## config.mk

```make
export PLATFORM = sky130hd
export DESIGN_NAME = biquad_da
export DESIGN_NICKNAME = d
export VERILOG_FILES = /design/src/rtl/biquad_da_pkg.sv /design/src/rtl/da_coef_table.sv /design/src/rtl/da_tap_bank.sv /design/src/rtl/da_serial_acc.sv /design/src/rtl/da_biquad_ctrl.sv /design/src/rtl/biquad_da.sv
export SDC_FILE = /design/constraint.sdc
export NUM_CORES = 1
export LEC_CHECK = 0
export ABC_AREA = 1
export ABC_CLOCK_PERIOD_IN_PS = 6700
export BUFFER_PORTS_ARGS = -buffer_cell sky130_fd_sc_hd__buf_2
export CAP_MARGIN = 20
export CORE_MARGIN = 2
export CORE_UTILIZATION = 50
export CTS_CLUSTER_SIZE = 40
export DETAILED_ROUTE_END_ITERATION = 8
export PLACE_DENSITY = 0.64
export SLEW_MARGIN = 30
export SYNTH_ARGS = -nofsm -noshare
export SYNTH_HDL_FRONTEND = slang
export SYNTH_SLANG_ARGS = --single-unit
```

## constraint.sdc

```tcl
create_clock -name clk -period 6.7 [get_ports clk]
set_clock_uncertainty 0.1 [all_clocks]
set_input_delay 1.005 -clock clk [delete_from_list [all_inputs] [get_ports clk]]
set_output_delay 1.005 -clock clk [all_outputs]
set_load 0.03 [all_outputs]
```

## src/rtl/biquad_da_pkg.sv

```systemverilog
package biquad_da_pkg;

    // number of taps feeding the coefficient table
    localparam int NUM_TAPS  = 5;
    localparam int TAB_DEPTH = 1 << NUM_TAPS;

    // tap order inside the table address
    localparam int TAP_X0 = 0;
    localparam int TAP_X1 = 1;
    localparam int TAP_X2 = 2;
    localparam int TAP_Y1 = 3;
    localparam int TAP_Y2 = 4;

    typedef enum logic [1:0] {
        ST_IDLE   = 2'd0,
        ST_SHIFT  = 2'd1,
        ST_FINISH = 2'd2
    } da_state_e;

endpackage

```

## src/rtl/da_coef_table.sv

```systemverilog
module da_coef_table
    import biquad_da_pkg::*;
#(
    parameter int ACC_W = 20,
    parameter int B0    = 64,
    parameter int B1    = 96,
    parameter int B2    = 64,
    parameter int A1    = 120,
    parameter int A2    = -60
) (
    input  logic [NUM_TAPS-1:0]     addr,
    output logic signed [ACC_W-1:0] entry
);

    logic signed [ACC_W-1:0] table_w [TAB_DEPTH];

    // one entry per subset of coefficients, computed at elaboration
    for (genvar a = 0; a < TAB_DEPTH; a++) begin : g_entry
        localparam int SEL_X0 = (a >> TAP_X0) & 1;
        localparam int SEL_X1 = (a >> TAP_X1) & 1;
        localparam int SEL_X2 = (a >> TAP_X2) & 1;
        localparam int SEL_Y1 = (a >> TAP_Y1) & 1;
        localparam int SEL_Y2 = (a >> TAP_Y2) & 1;
        localparam int VALUE  = SEL_X0 * B0 + SEL_X1 * B1 + SEL_X2 * B2
                              + SEL_Y1 * A1 + SEL_Y2 * A2;
        assign table_w[a] = ACC_W'(VALUE);
    end

    assign entry = table_w[addr];

endmodule

```

## src/rtl/da_tap_bank.sv

```systemverilog
module da_tap_bank
    import biquad_da_pkg::*;
#(
    parameter int DATA_W = 12
) (
    input  logic                clk,
    input  logic                rst_n,
    input  logic                load,
    input  logic                shift_en,
    input  logic                update,
    input  logic [DATA_W-1:0]   in_data,
    input  logic [DATA_W-1:0]   y_new,
    output logic [NUM_TAPS-1:0] addr
);

    // held delay values
    logic [DATA_W-1:0] x0_q, x1_q, x2_q, y1_q, y2_q;
    // working shift registers, one per tap
    logic [DATA_W-1:0] sh_q [NUM_TAPS];
    logic [DATA_W-1:0] src  [NUM_TAPS];

    always_comb begin
        src[TAP_X0] = in_data;
        src[TAP_X1] = x1_q;
        src[TAP_X2] = x2_q;
        src[TAP_Y1] = y1_q;
        src[TAP_Y2] = y2_q;
    end

    for (genvar t = 0; t < NUM_TAPS; t++) begin : g_tap
        always_ff @(posedge clk) begin
            if (!rst_n) begin
                sh_q[t] <= '0;
            end else if (load) begin
                sh_q[t] <= src[t];
            end else if (shift_en) begin
                sh_q[t] <= sh_q[t] >> 1;
            end
        end
        assign addr[t] = sh_q[t][0];
    end

    always_ff @(posedge clk) begin
        if (!rst_n) begin
            x0_q <= '0;
            x1_q <= '0;
            x2_q <= '0;
            y1_q <= '0;
            y2_q <= '0;
        end else begin
            if (load) begin
                x0_q <= in_data;
            end
            if (update) begin
                x2_q <= x1_q;
                x1_q <= x0_q;
                y2_q <= y1_q;
                y1_q <= y_new;
            end
        end
    end

    AST_Y1_PARALLEL_LOAD: assert property (@(posedge clk) disable iff (!rst_n)
        update |=> (y1_q == $past(y_new)));
    AST_Y2_FROM_Y1: assert property (@(posedge clk) disable iff (!rst_n)
        update |=> (y2_q == $past(y1_q) && x2_q == $past(x1_q)));
    AST_TAPS_HOLD: assert property (@(posedge clk) disable iff (!rst_n)
        !update |=> ($stable(x1_q) && $stable(x2_q) && $stable(y1_q) && $stable(y2_q)));

endmodule

```

## src/rtl/da_serial_acc.sv

```systemverilog
module da_serial_acc #(
    parameter int DATA_W = 12,
    parameter int FRAC   = 8,
    parameter int ACC_W  = 20,
    parameter int IDX_W  = 4
) (
    input  logic                    clk,
    input  logic                    rst_n,
    input  logic                    clear,
    input  logic                    add_en,
    input  logic                    sub_en,
    input  logic [IDX_W-1:0]        bit_idx,
    input  logic signed [ACC_W-1:0] entry,
    output logic [DATA_W-1:0]       y_out
);

    logic signed [ACC_W-1:0] acc_q;
    logic signed [ACC_W-1:0] term;

    // weight the table value by the current bit position
    assign term = entry <<< bit_idx;

    always_ff @(posedge clk) begin
        if (!rst_n) begin
            acc_q <= '0;
        end else if (clear) begin
            acc_q <= '0;
        end else if (add_en) begin
            acc_q <= sub_en ? (acc_q - term) : (acc_q + term);
        end
    end

    // modular accumulator: upper bits equal the floor-shifted, wrapped result
    assign y_out = acc_q[ACC_W-1:FRAC];

    AST_CLEAR_EMPTIES: assert property (@(posedge clk) disable iff (!rst_n)
        clear |=> (acc_q == '0));
    AST_SUB_ONLY_WHILE_ADDING: assert property (@(posedge clk) disable iff (!rst_n)
        sub_en |-> add_en);
    AST_SUB_ON_SIGN_BIT: assert property (@(posedge clk) disable iff (!rst_n)
        sub_en |-> (bit_idx == IDX_W'(DATA_W - 1)));

endmodule

```

## src/rtl/da_biquad_ctrl.sv

```systemverilog
module da_biquad_ctrl
    import biquad_da_pkg::*;
#(
    parameter int DATA_W = 12,
    parameter int IDX_W  = 4
) (
    input  logic             clk,
    input  logic             rst_n,
    input  logic             in_valid,
    output logic             load,
    output logic             shift_en,
    output logic             sub_en,
    output logic             update,
    output logic [IDX_W-1:0] bit_idx
);

    localparam logic [IDX_W-1:0] LAST_IDX = IDX_W'(DATA_W - 1);

    da_state_e         state_q, state_d;
    logic [IDX_W-1:0]  cnt_q;

    // state register
    always_ff @(posedge clk) begin
        if (!rst_n) begin
            state_q <= ST_IDLE;
        end else begin
            state_q <= state_d;
        end
    end

    // bit counter
    always_ff @(posedge clk) begin
        if (!rst_n) begin
            cnt_q <= '0;
        end else if (load) begin
            cnt_q <= '0;
        end else if (state_q == ST_SHIFT) begin
            cnt_q <= cnt_q + 1'b1;
        end
    end

    // transitions
    always_comb begin
        state_d = state_q;
        unique case (state_q)
            ST_IDLE:   if (in_valid) state_d = ST_SHIFT;         // accept
            ST_SHIFT:  if (cnt_q == LAST_IDX) state_d = ST_FINISH; // last bit
            ST_FINISH: state_d = ST_IDLE;                         // publish
            default:   state_d = ST_IDLE;
        endcase
    end

    // outputs
    always_comb begin
        load     = 1'b0;
        shift_en = 1'b0;
        sub_en   = 1'b0;
        update   = 1'b0;
        unique case (state_q)
            ST_IDLE:   load = in_valid;
            ST_SHIFT: begin
                shift_en = 1'b1;
                sub_en   = (cnt_q == LAST_IDX);
            end
            ST_FINISH: update = 1'b1;
            default: ;
        endcase
    end

    assign bit_idx = cnt_q;

    AST_ACCEPT_STARTS: assert property (@(posedge clk) disable iff (!rst_n)
        (state_q == ST_IDLE && in_valid) |=> (state_q == ST_SHIFT && cnt_q == '0));
    AST_LAST_BIT_FINISHES: assert property (@(posedge clk) disable iff (!rst_n)
        (state_q == ST_SHIFT && cnt_q == LAST_IDX) |=> (state_q == ST_FINISH));
    AST_FINISH_ONE_CYCLE: assert property (@(posedge clk) disable iff (!rst_n)
        (state_q == ST_FINISH) |=> (state_q == ST_IDLE));
    AST_BUSY_NO_RESTART: assert property (@(posedge clk) disable iff (!rst_n)
        (state_q == ST_SHIFT && cnt_q != LAST_IDX) |=> (state_q == ST_SHIFT && cnt_q == $past(cnt_q) + 1'b1));

endmodule

```

## src/rtl/biquad_da.sv

```systemverilog
module biquad_da
    import biquad_da_pkg::*;
#(
    parameter int DATA_W = 12,
    parameter int COEF_W = 12,
    parameter int FRAC   = 8,
    parameter int B0     = 64,
    parameter int B1     = 96,
    parameter int B2     = 64,
    parameter int A1     = 120,
    parameter int A2     = -60
) (
    input  logic              clk,
    input  logic              rst_n,
    input  logic              in_valid,
    input  logic [DATA_W-1:0] in_data,
    output logic              out_valid,
    output logic [DATA_W-1:0] out_data
);

    // only the bits the wrapped output needs are kept in the accumulator
    localparam int ACC_W = FRAC + DATA_W;
    localparam int IDX_W = (DATA_W > 1) ? $clog2(DATA_W) : 1;

    logic                    load, shift_en, sub_en, update;
    logic [IDX_W-1:0]        bit_idx;
    logic [NUM_TAPS-1:0]     addr;
    logic signed [ACC_W-1:0] entry;
    logic [DATA_W-1:0]       y_new;

    da_biquad_ctrl #(.DATA_W(DATA_W), .IDX_W(IDX_W)) u_ctrl (
        .clk      (clk),
        .rst_n    (rst_n),
        .in_valid (in_valid),
        .load     (load),
        .shift_en (shift_en),
        .sub_en   (sub_en),
        .update   (update),
        .bit_idx  (bit_idx)
    );

    da_tap_bank #(.DATA_W(DATA_W)) u_taps (
        .clk      (clk),
        .rst_n    (rst_n),
        .load     (load),
        .shift_en (shift_en),
        .update   (update),
        .in_data  (in_data),
        .y_new    (y_new),
        .addr     (addr)
    );

    da_coef_table #(
        .ACC_W (ACC_W),
        .B0 (B0), .B1 (B1), .B2 (B2), .A1 (A1), .A2 (A2)
    ) u_table (
        .addr  (addr),
        .entry (entry)
    );

    da_serial_acc #(
        .DATA_W (DATA_W), .FRAC (FRAC), .ACC_W (ACC_W), .IDX_W (IDX_W)
    ) u_acc (
        .clk     (clk),
        .rst_n   (rst_n),
        .clear   (load),
        .add_en  (shift_en),
        .sub_en  (sub_en),
        .bit_idx (bit_idx),
        .entry   (entry),
        .y_out   (y_new)
    );

    always_ff @(posedge clk) begin
        if (!rst_n) begin
            out_valid <= 1'b0;
            out_data  <= '0;
        end else begin
            out_valid <= update;
            if (update) begin
                out_data <= y_new;
            end
        end
    end

    // coefficients must fit the declared coefficient width
    initial begin
        AST_COEF_RANGE: assert (B0 < (1 << (COEF_W - 1)) && B0 >= -(1 << (COEF_W - 1))
                             && A1 < (1 << (COEF_W - 1)) && A2 >= -(1 << (COEF_W - 1)));
    end

    AST_OUT_PULSE: assert property (@(posedge clk) disable iff (!rst_n)
        out_valid |=> !out_valid);
    AST_OUT_HOLD: assert property (@(posedge clk) disable iff (!rst_n)
        !out_valid |-> $stable(out_data));

endmodule

```

==> results.md <==
- CTS Buf Count: 17
- Drt wl/cell: 16.2 um
- Initial antenna violation count: 0
- Final critical-path share of the clock period: 68.0%
- Vias: 6256
- Share of layout cells above drive strength 1: 10.1%
- Crit-path most repeated cell: nand3_1
- Core Box Area: 0.0145 sq mm
- Final non-filler cell total: between 1000 and 1500
- Placed insts: about 1100
- Cells after Synth: 909
- Initial Util: 51.1%
- Post-synthesis area per instance: 8.16 sq um
- Worst slew pin tran: approximately 0.9 ns
- Total GRT Usage: 23.2%
- Max clock buf depth: 2
- DIE AREA: 0.0158 sq mm
- Multi-input gate area: between 0.003 and 0.004 sq mm
- Endpoints failing setup: 0
- Root buffer selected by CTS: clkbuf_16
- Antenna diodes: 0
- Slew HR: 39.4%
- Crit path arrival time: 4.76 ns
- Row count: 44
- Worst Setup Start Kind: register
- Yosys warning total: 0
- Worst Hold Margin: 0.364 ns
- Routed vias/inst: between 5 and 6
- Status: finished, final reports clean
- CP endpoint kind: register
- Final hold violation count: 0
- Power per cell area: 289 mW/mm^2
- DP Wirelength: about 12000 um
- Reg2reg setup slack: 2.14 ns
- Clk sink count: 145
- Clk slew on worst S/H paths: 0.06 ns
- Syn Nets: 948
- P_leak: 3.65 nW
- Final GP Congestion: 0.907
- Antenna-violating nets left: 0
- I/O Pins: 28
- Library cells used by synthesis: 43
- Syn Std Cell Area: about 0.0074 sq mm
- Die Span Y: 126 um
- Global-route wire length before repair: 29600 um
- Max-Cap Viols: 0
- Setup TNS: 0 ns
- Nets: 953
- Remaining routing DRC violations: 0
- VDD IR max: 0.191 mV
- Layout area overhead: 10.7%
- Final WL: 18000 um
- Setup ws final: 2.14 ns
- Crit path time final: 4.56 ns
- Worst slack, placed: approximately 2 ns
- Final Total Pwr: 2.37 mW
- Vias in the first global route: 5876
- Hold-fix buffers, CTS: 0
- Setup bufs post-CTS: 0
- PostCTS Resize Cnt: 0
- CTS H-tree depth: 4
- Worst Path Required: 6.91 ns
- Die W: ~130 um
- Max stage delay on crit path: 0.48 ns
- DRT Pass-1 Iters: 6
- CTS tree: yes
- RSZ-0062 raised after global routing: no
- IO Port Bufs: 27
- FF+latch area: 0.00350 sq mm
- Max Transition Viols Final: 0
- Pin count of the biggest net entering global routing: 84
- Hold WC Path Type: reg2reg
- Register area share after synthesis: 47.2%
- Maximum fanout along the worst path: 5
- GR Overflow Total: 0
- DRT iter0 DRCs: 490
- CP Class: reg2reg
- # fillers: roughly 1300
- Worst skew pair latency: approximately 0.42 ns
- Crit-path slowest cell: edfxtp_1
- Yosys reg bits: between 100 and 150
- Fmax: around 220 MHz
## sequential cells by signal (all words and copies together), names as in the netlist
signal,count
u_ctrl.bit_idx,4
u_taps.y2_q,12
u_taps.x1_q,12
out_valid,1
u_taps.sh_q,60
u_taps.y1_q,12
u_acc.acc_q,18
u_taps.x0_q,12
u_taps.x2_q,12
u_ctrl.state_q,2
## cells by family after synthesis
logic type / synth area share, %
XOR/XNOR: 2.71
adder cells (fa/ha/maj): 4.05
buffers and inverters: 7.89
AO/OA/AOI/OAI: 19.1
AND/OR/NAND/NOR: 19.1
flip-flops: 47.2
## cell type report
cell class / instances / area share, %
Timing Repair Buffer: 34 / 2.29
Tap cell: 184 / 2.80
Clock inverter: 9 / 0.990
Sequential cell: 145 / 42.7
Multi-Input combinational cell: 614 / 40.7
Clock buffer: 23 / 5.83
Inverter: 102 / 4.69
## per-stage QoR
stage / instance area [sq um] / util [%]
after floorplan: 7420 / -
after global routing: 8210 / 56.5
final: 8210 / 56.5
after CTS: 8210 / 56.5
after detailed placement: 7650 / 52.7
after global placement: 7650 / 52.6
## cell usage in the layout (no fill, tap or decap), drive strengths merged, types with 2 or more instances in the layout
| master | netlist | layout |
|---|---|---|
| or2 | 6 | 6 |
| buf | 7 | 34 |
| nor4 | 2 | 2 |
| inv | 101 | 101 |
| nand2 | 172 | 172 |
| xnor2 | 7 | 7 |
| o21bai | 2 | 2 |
| o22ai | 14 | 14 |
| a32o | 33 | 33 |
| a21oi | 63 | 63 |
| o211ai | 4 | 4 |
| o21ai | 110 | 110 |
| nand3 | 46 | 46 |
| xor2 | 16 | 16 |
| ha | 24 | 24 |
| dfxtp | 85 | 85 |
| clkinv | 1 | 9 |
| edfxtp | 60 | 60 |
| clkbuf | 41 | 23 |
| nor2 | 91 | 91 |
| nor3 | 4 | 4 |
| nand4 | 8 | 8 |
| a31oi | 4 | 4 |
## critical path, delay by kind of cell, from the launching register on
family / cells / cell delay (ns)
buffers and inverters: 2 / 0.23
adder cells (fa/ha/maj): 2 / 0.62
XOR/XNOR: 2 / 0.49
AND/OR/NAND/NOR: 14 / 1.65
AO/OA/AOI/OAI: 6 / 0.84
flip-flops: 1 / 0.48
## worst paths after layout
kind,start,end,depth (start not counted)
max,u_taps.sh_q[1][0]$_DFFE_PP_,u_acc.acc_q[19]$_SDFFE_PP0P_,26
min,u_taps.x0_q[7]$_SDFFE_PN0P_,u_taps.x1_q[7]$_SDFFE_PN0P_,2
max reg2reg,u_taps.sh_q[1][0]$_DFFE_PP_,u_acc.acc_q[19]$_SDFFE_PP0P_,26
min reg2reg,u_taps.x0_q[7]$_SDFFE_PN0P_,u_taps.x1_q[7]$_SDFFE_PN0P_,2
## synth_stat cells, drive strengths merged
cell    number  area [sq um]
ha          24           300
nand3b       1          7.51
o21a         1          7.51
nand3       46           250
nor2        91           357
inv        101           379
o22ai       14          87.6
dfxtp       85          1700
or2          6          37.5
o211ai       4          30.0
a21boi       1          7.51
o21bai       2          15.0
o221ai       1          8.76
clkbuf      41           154
a21o         1          7.51
xnor2        7          61.3
a32o        33           330
buf          7          48.8
nand2      172           668
nor4         2          12.5
nand4        8          50.1
nor3         4          25.0
a22oi        1          7.51
clkinv       1          3.75
a21oi       63           319
a31oi        4          25.0
xor2        16           140
o21ai      110           562
edfxtp      60          1800
and3         1          6.26
o31ai        1          7.51
## metal layers
layer  GRT usage, %  share of wire [%]  vias to the layer above
li1               -                  -                     3118
met2           38.1                 47                      161
met3           3.74                4.6                       25
met4           7.76                1.6                        0
met5              0                  0                        -
met1           31.5                 46                     2952
## where the power goes
part	internal [mW]	total (mW)	switching [mW]	leakage [nW]
Clock	0.542	0.900	0.358	0.280
Sequential	0.981	1.01	0.0317	1.36
Combinational	0.153	0.460	0.307	2.01
Power figures use the tool's default switching activity.
